$ cat config.mk
export PLATFORM = sky130hd
export DESIGN_NAME = muldiv_unit
export DESIGN_NICKNAME = d
export VERILOG_FILES = /design/src/rtl/muldiv_pkg.sv /design/src/rtl/muldiv_mul.sv /design/src/rtl/muldiv_div.sv /design/src/rtl/muldiv_unit.sv
export SDC_FILE = /design/constraint.sdc
export NUM_CORES = 2
export LEC_CHECK = 0
export ABC_AREA = 0
export BUFFER_PORTS_ARGS = -buffer_cell sky130_fd_sc_hd__buf_2
export CORE_ASPECT_RATIO = 1.4
export CORE_MARGIN = 10
export CORE_UTILIZATION = 30
export DETAILED_ROUTE_END_ITERATION = 6
export GPL_ROUTABILITY_DRIVEN = 1
export PLACE_DENSITY = 0.5
export REMOVE_ABC_BUFFERS = 1
export SLEW_MARGIN = 20
export SYNTH_ARGS = -nofsm -noshare
export SYNTH_HDL_FRONTEND = slang
export SYNTH_SLANG_ARGS = --single-unit
export TNS_END_PERCENT = 30
$ cat constraint.sdc
create_clock -name clk_i -period 8.4 [get_ports clk_i]
set_input_delay 1.68 -clock clk_i [delete_from_list [all_inputs] [get_ports clk_i]]
set_output_delay 1.68 -clock clk_i [all_outputs]
set_load 0.005 [all_outputs]
$ cat src/rtl/muldiv_pkg.sv
package muldiv_pkg;
  typedef enum logic [2:0] {
    OP_MULU = 3'd0,
    OP_MULS = 3'd1,
    OP_DIVU = 3'd2,
    OP_DIVS = 3'd3,
    OP_SEXT = 3'd4
  } op_e;

  typedef enum logic [1:0] {
    ST_IDLE = 2'd0,
    ST_DIV  = 2'd1,
    ST_FIN  = 2'd2
  } st_e;
endpackage

$ cat src/rtl/muldiv_mul.sv
module muldiv_mul #(
  parameter int W = 16
) (
  input  logic [W-1:0]   a_i,
  input  logic [W-1:0]   b_i,
  input  logic           sgn_i,
  input  logic           word_i,
  output logic [2*W-1:0] prod_o,
  output logic           ovf_o
);
  localparam int H = W / 2;
  localparam int D = 2 * W;

  logic [D-1:0] a_ext, b_ext;
  logic         ovf_byte, ovf_word;

  always_comb begin
    if (word_i) begin
      a_ext = {{W{sgn_i & a_i[W-1]}}, a_i};
      b_ext = {{W{sgn_i & b_i[W-1]}}, b_i};
    end else begin
      a_ext = {{(D-H){sgn_i & a_i[H-1]}}, a_i[H-1:0]};
      b_ext = {{(D-H){sgn_i & b_i[H-1]}}, b_i[H-1:0]};
    end
  end

  // low 2W bits are exact for both signed and unsigned operands
  assign prod_o = a_ext * b_ext;

  assign ovf_byte = sgn_i ? (prod_o[W-1:H] != {H{prod_o[H-1]}}) : (|prod_o[W-1:H]);
  assign ovf_word = sgn_i ? (prod_o[D-1:W] != {W{prod_o[W-1]}}) : (|prod_o[D-1:W]);
  assign ovf_o    = word_i ? ovf_word : ovf_byte;
endmodule

$ cat src/rtl/muldiv_div.sv
module muldiv_div #(
  parameter int W = 16
) (
  input  logic           clk_i,
  input  logic           rst_ni,
  input  logic           load_i,
  input  logic [2*W-1:0] dvd_i,
  input  logic [W-1:0]   dvs_i,
  output logic [2*W-1:0] quo_o,
  output logic [W-1:0]   rem_o,
  output logic           last_o
);
  localparam int D  = 2 * W;
  localparam int CW = $clog2(D);
  localparam logic [CW-1:0] LAST = CW'(D - 1);

  logic [D-1:0]  q_q;
  logic [W-1:0]  r_q, d_q;
  logic [CW-1:0] cnt_q;
  logic          act_q;
  logic [W:0]    r_sh, diff;
  logic          ge;

  assign r_sh = {r_q, q_q[D-1]};
  assign diff = r_sh - {1'b0, d_q};
  assign ge   = ~diff[W];   // r_q < d_q keeps the difference below 2^W

  always_ff @(posedge clk_i or negedge rst_ni) begin
    if (!rst_ni) begin
      q_q   <= '0;
      r_q   <= '0;
      d_q   <= '0;
      cnt_q <= '0;
      act_q <= 1'b0;
    end else if (load_i) begin
      q_q   <= dvd_i;
      r_q   <= '0;
      d_q   <= dvs_i;
      cnt_q <= '0;
      act_q <= 1'b1;
    end else if (act_q) begin
      q_q   <= {q_q[D-2:0], ge};
      r_q   <= ge ? diff[W-1:0] : r_sh[W-1:0];
      cnt_q <= cnt_q + 1'b1;
      if (cnt_q == LAST) act_q <= 1'b0;
    end
  end

  assign quo_o  = q_q;
  assign rem_o  = r_q;
  assign last_o = act_q && (cnt_q == LAST);

  AST_REM_BELOW_DIVISOR: assert property (@(posedge clk_i) disable iff (!rst_ni)
    act_q |-> (r_q < d_q));
  AST_NO_ZERO_DIVISOR: assert property (@(posedge clk_i) disable iff (!rst_ni)
    load_i |-> (dvs_i != '0));
endmodule

$ cat src/rtl/muldiv_unit.sv
module muldiv_unit
  import muldiv_pkg::*;
#(
  parameter int W = 16
) (
  input  logic         clk_i,
  input  logic         rst_ni,
  input  logic         start_i,
  input  logic [2:0]   op_i,
  input  logic         word_i,
  input  logic [W-1:0] acc_i,
  input  logic [W-1:0] hi_i,
  input  logic [W-1:0] src_i,
  input  logic         cf_i,
  input  logic         of_i,
  output logic         busy_o,
  output logic         done_o,
  output logic         div_err_o,
  output logic [W-1:0] acc_o,
  output logic [W-1:0] hi_o,
  output logic         cf_o,
  output logic         of_o
);
  localparam int H = W / 2;
  localparam int D = 2 * W;
  localparam logic [D-1:0] LIM_BU = {{(D-H){1'b0}}, {H{1'b1}}};
  localparam logic [D-1:0] LIM_BS = {{(D-H+1){1'b0}}, {(H-1){1'b1}}};
  localparam logic [D-1:0] LIM_WU = {{W{1'b0}}, {W{1'b1}}};
  localparam logic [D-1:0] LIM_WS = {{(W+1){1'b0}}, {(W-1){1'b1}}};

  st_e          state_q;
  op_e          op_q;
  logic         word_q, cf_q, of_q, zdiv_q, qneg_q, rneg_q;
  logic [W-1:0] acc_q, hi_q, src_q;

  // operand preparation at the start edge
  op_e          op_in;
  logic         is_div, sgn_in, dvd_neg, dvs_neg, dvs_zero, accept, div_load;
  logic [D-1:0] dvd_raw, dvd_mag;
  logic [W-1:0] dvs_raw, dvs_mag;

  assign op_in  = op_e'(op_i);
  assign is_div = (op_in == OP_DIVU) || (op_in == OP_DIVS);
  assign sgn_in = (op_in == OP_DIVS);

  always_comb begin
    if (word_i) begin
      dvd_raw = {hi_i, acc_i};
      dvs_raw = src_i;
    end else begin
      dvd_raw = {{W{sgn_in & acc_i[W-1]}}, acc_i};
      dvs_raw = {{H{sgn_in & src_i[H-1]}}, src_i[H-1:0]};
    end
  end

  assign dvd_neg  = sgn_in & dvd_raw[D-1];
  assign dvs_neg  = sgn_in & dvs_raw[W-1];
  assign dvd_mag  = dvd_neg ? (~dvd_raw + 1'b1) : dvd_raw;
  assign dvs_mag  = dvs_neg ? (~dvs_raw + 1'b1) : dvs_raw;
  assign dvs_zero = (dvs_raw == '0);
  assign accept   = start_i && (state_q == ST_IDLE);
  assign div_load = accept && is_div && !dvs_zero;

  logic [D-1:0] prod, quo;
  logic [W-1:0] rem;
  logic         ovf, div_last;

  muldiv_mul #(.W(W)) u_mul (
    .a_i    (acc_q),
    .b_i    (src_q),
    .sgn_i  (op_q == OP_MULS),
    .word_i (word_q),
    .prod_o (prod),
    .ovf_o  (ovf)
  );

  muldiv_div #(.W(W)) u_div (
    .clk_i  (clk_i),
    .rst_ni (rst_ni),
    .load_i (div_load),
    .dvd_i  (dvd_mag),
    .dvs_i  (dvs_mag),
    .quo_o  (quo),
    .rem_o  (rem),
    .last_o (div_last)
  );

  // result selection in the finish cycle
  logic [D-1:0] q_lim, q_fix;
  logic [W-1:0] r_fix, acc_n, hi_n;
  logic         range_err, err_n, cf_n, of_n;

  always_comb begin
    if (word_q) q_lim = (op_q == OP_DIVS) ? LIM_WS : LIM_WU;
    else        q_lim = (op_q == OP_DIVS) ? LIM_BS : LIM_BU;
  end

  assign range_err = (quo > q_lim);
  assign q_fix     = qneg_q ? (~quo + 1'b1) : quo;
  assign r_fix     = rneg_q ? (~rem + 1'b1) : rem;

  always_comb begin
    acc_n = acc_q;
    hi_n  = hi_q;
    cf_n  = cf_q;
    of_n  = of_q;
    err_n = 1'b0;
    case (op_q)
      OP_MULU, OP_MULS: begin
        acc_n = prod[W-1:0];
        if (word_q) hi_n = prod[D-1:W];
        cf_n = ovf;
        of_n = ovf;
      end
      OP_DIVU, OP_DIVS: begin
        if (zdiv_q || range_err) begin
          err_n = 1'b1;
        end else if (word_q) begin
          acc_n = q_fix[W-1:0];
          hi_n  = r_fix;
        end else begin
          acc_n = {r_fix[H-1:0], q_fix[H-1:0]};
        end
      end
      OP_SEXT: begin
        if (word_q) hi_n = {W{acc_q[W-1]}};
        else        acc_n = {{H{acc_q[H-1]}}, acc_q[H-1:0]};
      end
      default: ;
    endcase
  end

  always_ff @(posedge clk_i or negedge rst_ni) begin
    if (!rst_ni) begin
      state_q   <= ST_IDLE;
      op_q      <= OP_MULU;
      word_q    <= 1'b0;
      acc_q     <= '0;
      hi_q      <= '0;
      src_q     <= '0;
      cf_q      <= 1'b0;
      of_q      <= 1'b0;
      zdiv_q    <= 1'b0;
      qneg_q    <= 1'b0;
      rneg_q    <= 1'b0;
      done_o    <= 1'b0;
      div_err_o <= 1'b0;
      acc_o     <= '0;
      hi_o      <= '0;
      cf_o      <= 1'b0;
      of_o      <= 1'b0;
    end else begin
      done_o    <= 1'b0;
      div_err_o <= 1'b0;
      case (state_q)
        ST_IDLE: if (accept) begin
          op_q    <= op_in;
          word_q  <= word_i;
          acc_q   <= acc_i;
          hi_q    <= hi_i;
          src_q   <= src_i;
          cf_q    <= cf_i;
          of_q    <= of_i;
          zdiv_q  <= is_div && dvs_zero;
          qneg_q  <= dvd_neg ^ dvs_neg;
          rneg_q  <= dvd_neg;
          state_q <= div_load ? ST_DIV : ST_FIN;
        end
        ST_DIV: if (div_last) state_q <= ST_FIN;
        ST_FIN: begin
          acc_o     <= acc_n;
          hi_o      <= hi_n;
          cf_o      <= cf_n;
          of_o      <= of_n;
          div_err_o <= err_n;
          done_o    <= 1'b1;
          state_q   <= ST_IDLE;
        end
        default: state_q <= ST_IDLE;
      endcase
    end
  end

  assign busy_o = (state_q != ST_IDLE);

  AST_DONE_PULSE: assert property (@(posedge clk_i) disable iff (!rst_ni)
    done_o |=> !done_o);
  AST_DONE_NOT_BUSY: assert property (@(posedge clk_i) disable iff (!rst_ni)
    done_o |-> !busy_o);
  AST_BUSY_AFTER_ACCEPT: assert property (@(posedge clk_i) disable iff (!rst_ni)
    accept |=> busy_o);
  AST_ERR_WITH_DONE: assert property (@(posedge clk_i) disable iff (!rst_ni)
    div_err_o |-> done_o);
  AST_ERR_HOLDS_STATE: assert property (@(posedge clk_i) disable iff (!rst_ni)
    div_err_o |-> (acc_o == acc_q && hi_o == hi_q && cf_o == cf_q && of_o == of_q));
  AST_ERR_ONLY_DIVIDE: assert property (@(posedge clk_i) disable iff (!rst_ni)
    div_err_o |-> (op_q == OP_DIVU || op_q == OP_DIVS));
endmodule

==> summary.md <==
The filler cell count was 8341; the area growth from synthesis to final layout was 20.54%. The most frequent cell on the critical path was fa_1. The die is 352.7 um tall.

Timing would allow up to 0.1206 GHz. The critical path is of the reg -> reg type. Clock tree synthesis selected as its root buffer the cell clkbuf_16. Leaving out fill and tap cells, the most frequent cell in the layout is inv_1.

For this run, design rule violations remaining after detail routing come to 0. Pin placement for this block handled 94 I/O pins. The per-cell routed wire length works out to 19.52 um.

The total count of hold-check failures in the final report is 0, and the number of enable flip-flop cells after synthesis is 0. The DRC violation total after the first TritonRoute iteration is 914, and the clock skew is 0.01539 ns. The clock passes through at most 2 buffers. Setup repair after global routing could not meet its margin everywhere. The nature of the critical path endpoint was a flip-flop. The worst pin sits at a relative slew slack of 34.62%. Share of layout cells above drive strength 1: 18.41%.

The number of stages on the worst hold path is 2. After synthesis, the netlist uses 81 different library cells. The number of hold buffers added after CTS was 0. The async set-reset flop share out of synthesis is 100.0%.

For the initial cell density of the core, the log shows 30.12%. The worst hold-check path type was reg -> reg. The net count of the finished layout is 3567. The pin count of the biggest net entering global routing is 109. TritonCTS built the clock tree. The run gives 0 as the remaining antenna violation count after routing. At the end of routability-driven placement, the weighted congestion stood at 0.9117.

Across the run, the number of max-cap violations was 0. After synthesis the netlist holds a flip-flop and latch count of 165. The worst-path cell with the longest stage delay is fa_1. On the worst path, the slowest cell contributes a delay of 0.64 ns. The finished cells cover 0.02860 sq mm. For the number of global-route vias before repair, the log shows 21.18k.

The logic depth of the worst register-to-register path is 33. Summing over every cut layer, the via total after detailed routing is 19.92k. For the worst setup path, the data arrival time is 8.62 ns. Detailed placement ended at an HPWL of 66820 um. The area of the core region is 0.07877 sq mm. Yosys printed 0 warnings. The die covers 0.09089 sq mm.

Synthesized netlist cell count: 2753. The count of port buffers added during placement is 93, and the register area share after synthesis is 17.40%. The H-tree was split into 4 levels. STA classifies the critical path startpoint as a flip-flop. Shortest period the worst path allows: 8.290 ns. In the final layout, the multi-input gates occupy 0.01831 sq mm. The highest net fanout along the worst path was 8. In this run the cell area measured after placement is 0.02696 sq mm. After clock tree synthesis, the clock-pin slew on the worst setup and hold paths is 0.08 ns. The count of pins over their slew limit was 0; the sequential cell area was 0.004131 sq mm.

The number of vias per cell was 4.882; the die boundary width was 257.7 um. For the pin with the worst max-slew slack, the measured transition is 0.9786 ns. Summing every instance area after synthesis gives 0.02373 sq mm.

The number of antenna violations at the first check in global routing came out at 1. Setup violations remaining at the end of the flow were counted as 0. For the number of sinks driven by the clock tree, the log shows 165. After detailed routing, the total wire length is 79670 um. The library cells used most frequently in the layout, excluding fill and tap cells, are inv_1 (403), nand2_1 (397), fa_1 (331).

For the worst-skew pair, the clock arrives at the later sink with an insertion delay of 0.45 ns. Clock tree synthesis inserted a total of 17 buffers. Most common flop cell mapped by yosys: dfrtp_1. Across every metal layer, demand over resource in global routing totals 17.58%. The first TritonRoute pass finished after 5 iterations. Post-route clock period utilization: 98.69%. The first global-routing pass estimated 125300 um of wire. The flow ran to the end, and the final reports show no timing, DRC or antenna violations. Adding up every negative setup slack in the final design gives 0 ns. At the worst endpoint, the required time is 8.73 ns. The residual overflow from global routing is 0, and the placement row count is 122.

The average cell area after synthesis is 8.618 sq um.
-- cells in the mapped netlist, types with 3 or more instances --
master / instances / area share (%)
nor2b_1: 24 / 0.63
a221oi_1: 6 / 0.22
a211oi_1: 12 / 0.38
or4_1: 10 / 0.32
o21a_1: 17 / 0.54
o211ai_1: 12 / 0.38
mux2i_1: 51 / 2.2
o21ai_1: 11 / 0.23
or2_2: 8 / 0.21
a21o_1: 22 / 0.70
nor4_1: 9 / 0.24
fa_1: 346 / 29
o32ai_1: 3 / 0.11
a21boi_0: 4 / 0.13
nor3_1: 22 / 0.46
o31ai_1: 25 / 0.79
dfrtp_1: 165 / 17
nand4_1: 11 / 0.29
nand2b_1: 12 / 0.32
o41ai_1: 7 / 0.26
a31oi_1: 29 / 0.76
and3_1: 13 / 0.34
nand3_1: 31 / 0.65
o21ai_0: 130 / 2.7
buf_2: 3 / 0.063
nor2_1: 178 / 2.8
or3_1: 15 / 0.40
a22oi_1: 16 / 0.51
buf_1: 7 / 0.11
inv_1: 420 / 6.6
a211o_1: 4 / 0.15
and2_1: 111 / 2.9
nand2_1: 416 / 6.6
ha_1: 151 / 8.0
xnor2_1: 89 / 3.3
nor3b_1: 3 / 0.095
clkbuf_1: 103 / 1.6
xor2_1: 45 / 1.7
o22ai_1: 26 / 0.69
a2111oi_0: 5 / 0.18
a21oi_1: 131 / 2.8
-- routing by layer --
layer	part of all wire [%]	routed length [um]	up-vias	GRT usage (%)
met4	3.4	2739	0	5.844
met3	2.4	1937	100	0.9993
li1	-	-	9381	-
met5	0	0	-	0
met2	53	42320	388	32.97
met1	41	32660	10060	20.89
-- sequential cells by signal (all words and copies together) (netlist names), 3 cells and up --
name and count:
acc_q 16, u_div.rem_o 16, op_q 3, src_q 16
hi_o 16, u_div.d_q 16, u_div.cnt_q 5, acc_o 16
hi_q 16, u_div.quo_o 32
-- cell families (layout without fill, tap and decap cells) --
logic type               count (synthesis)  after routing  synth area share [%]
AND/OR/NAND/NOR                        877            877                 16.81
buffers and inverters                  537            810                 8.559
adder cells (fa/ha/maj)                497            497                 37.16
AO/OA/AOI/OAI                          491            491                 12.87
flip-flops                             165            165                 17.40
XOR/XNOR                               135            135                 5.042
multiplexers                            51             51                 2.152
other                                    0              1                     0
-- stage by stage --
stage	cells	hold WS (ns)	util (%)	worst slack (ns)
after floorplan	2638	0.4457	-	-0.9990
after global placement	4021	0.4628	34.23	-0.3066
after detailed placement	4021	0.4694	34.23	-0.3005
after CTS	4056	0.4856	35.22	0.0003757
after global routing	4080	0.5136	36.31	-0.1722
final	4081	0.4843	36.31	0.1100
-- repair_timing --
action	4_1_cts	5_1_grt
resized for setup	29	159
setup endpoints to repair	4	7
pin swaps	7	77
buffers inserted	3	26
-- worst paths after layout --
check | startpoint | endpoint | slack, ns
min reg2reg | acc_o[5]$_DFFE_PN0P_ | acc_o[5]$_DFFE_PN0P_ | 0.48
max reg2reg | word_q$_DFFE_PN0P_ | cf_o$_DFFE_PN0P_ | 0.11
min | acc_o[5]$_DFFE_PN0P_ | acc_o[5]$_DFFE_PN0P_ | 0.48
max in group asynchronous | rst_ni | u_div.rem_o[9]$_DFFE_PN0P_ | 5.72
max | word_q$_DFFE_PN0P_ | cf_o$_DFFE_PN0P_ | 0.11
min in group asynchronous | rst_ni | u_div.cnt_q[0]$_DFFE_PN0P_ | 1.32
-- worst max-delay path, delay by kind of cell, from the launching register on --
kind / cells / cell delay (ns)
AND/OR/NAND/NOR: 5 / 0.74
adder cells (fa/ha/maj): 9 / 4.07
buffers and inverters: 10 / 1.13
flip-flops: 1 / 0.49
AO/OA/AOI/OAI: 9 / 1.75
-- layout make-up --
class / instances / area share, %
clock buffers: 18 / 1.501
inverters: 422 / 5.565
multi-input cells: 2051 / 64.03
flip-flops and latches: 165 / 14.45
diodes: 1 / 0.008750
clock inverters: 14 / 0.6563
well taps: 1054 / 4.611
repair buffers: 356 / 9.183
Power is not shown: default switching activity piles up to over one toggle a cycle in this logic, so the estimate is an artifact.
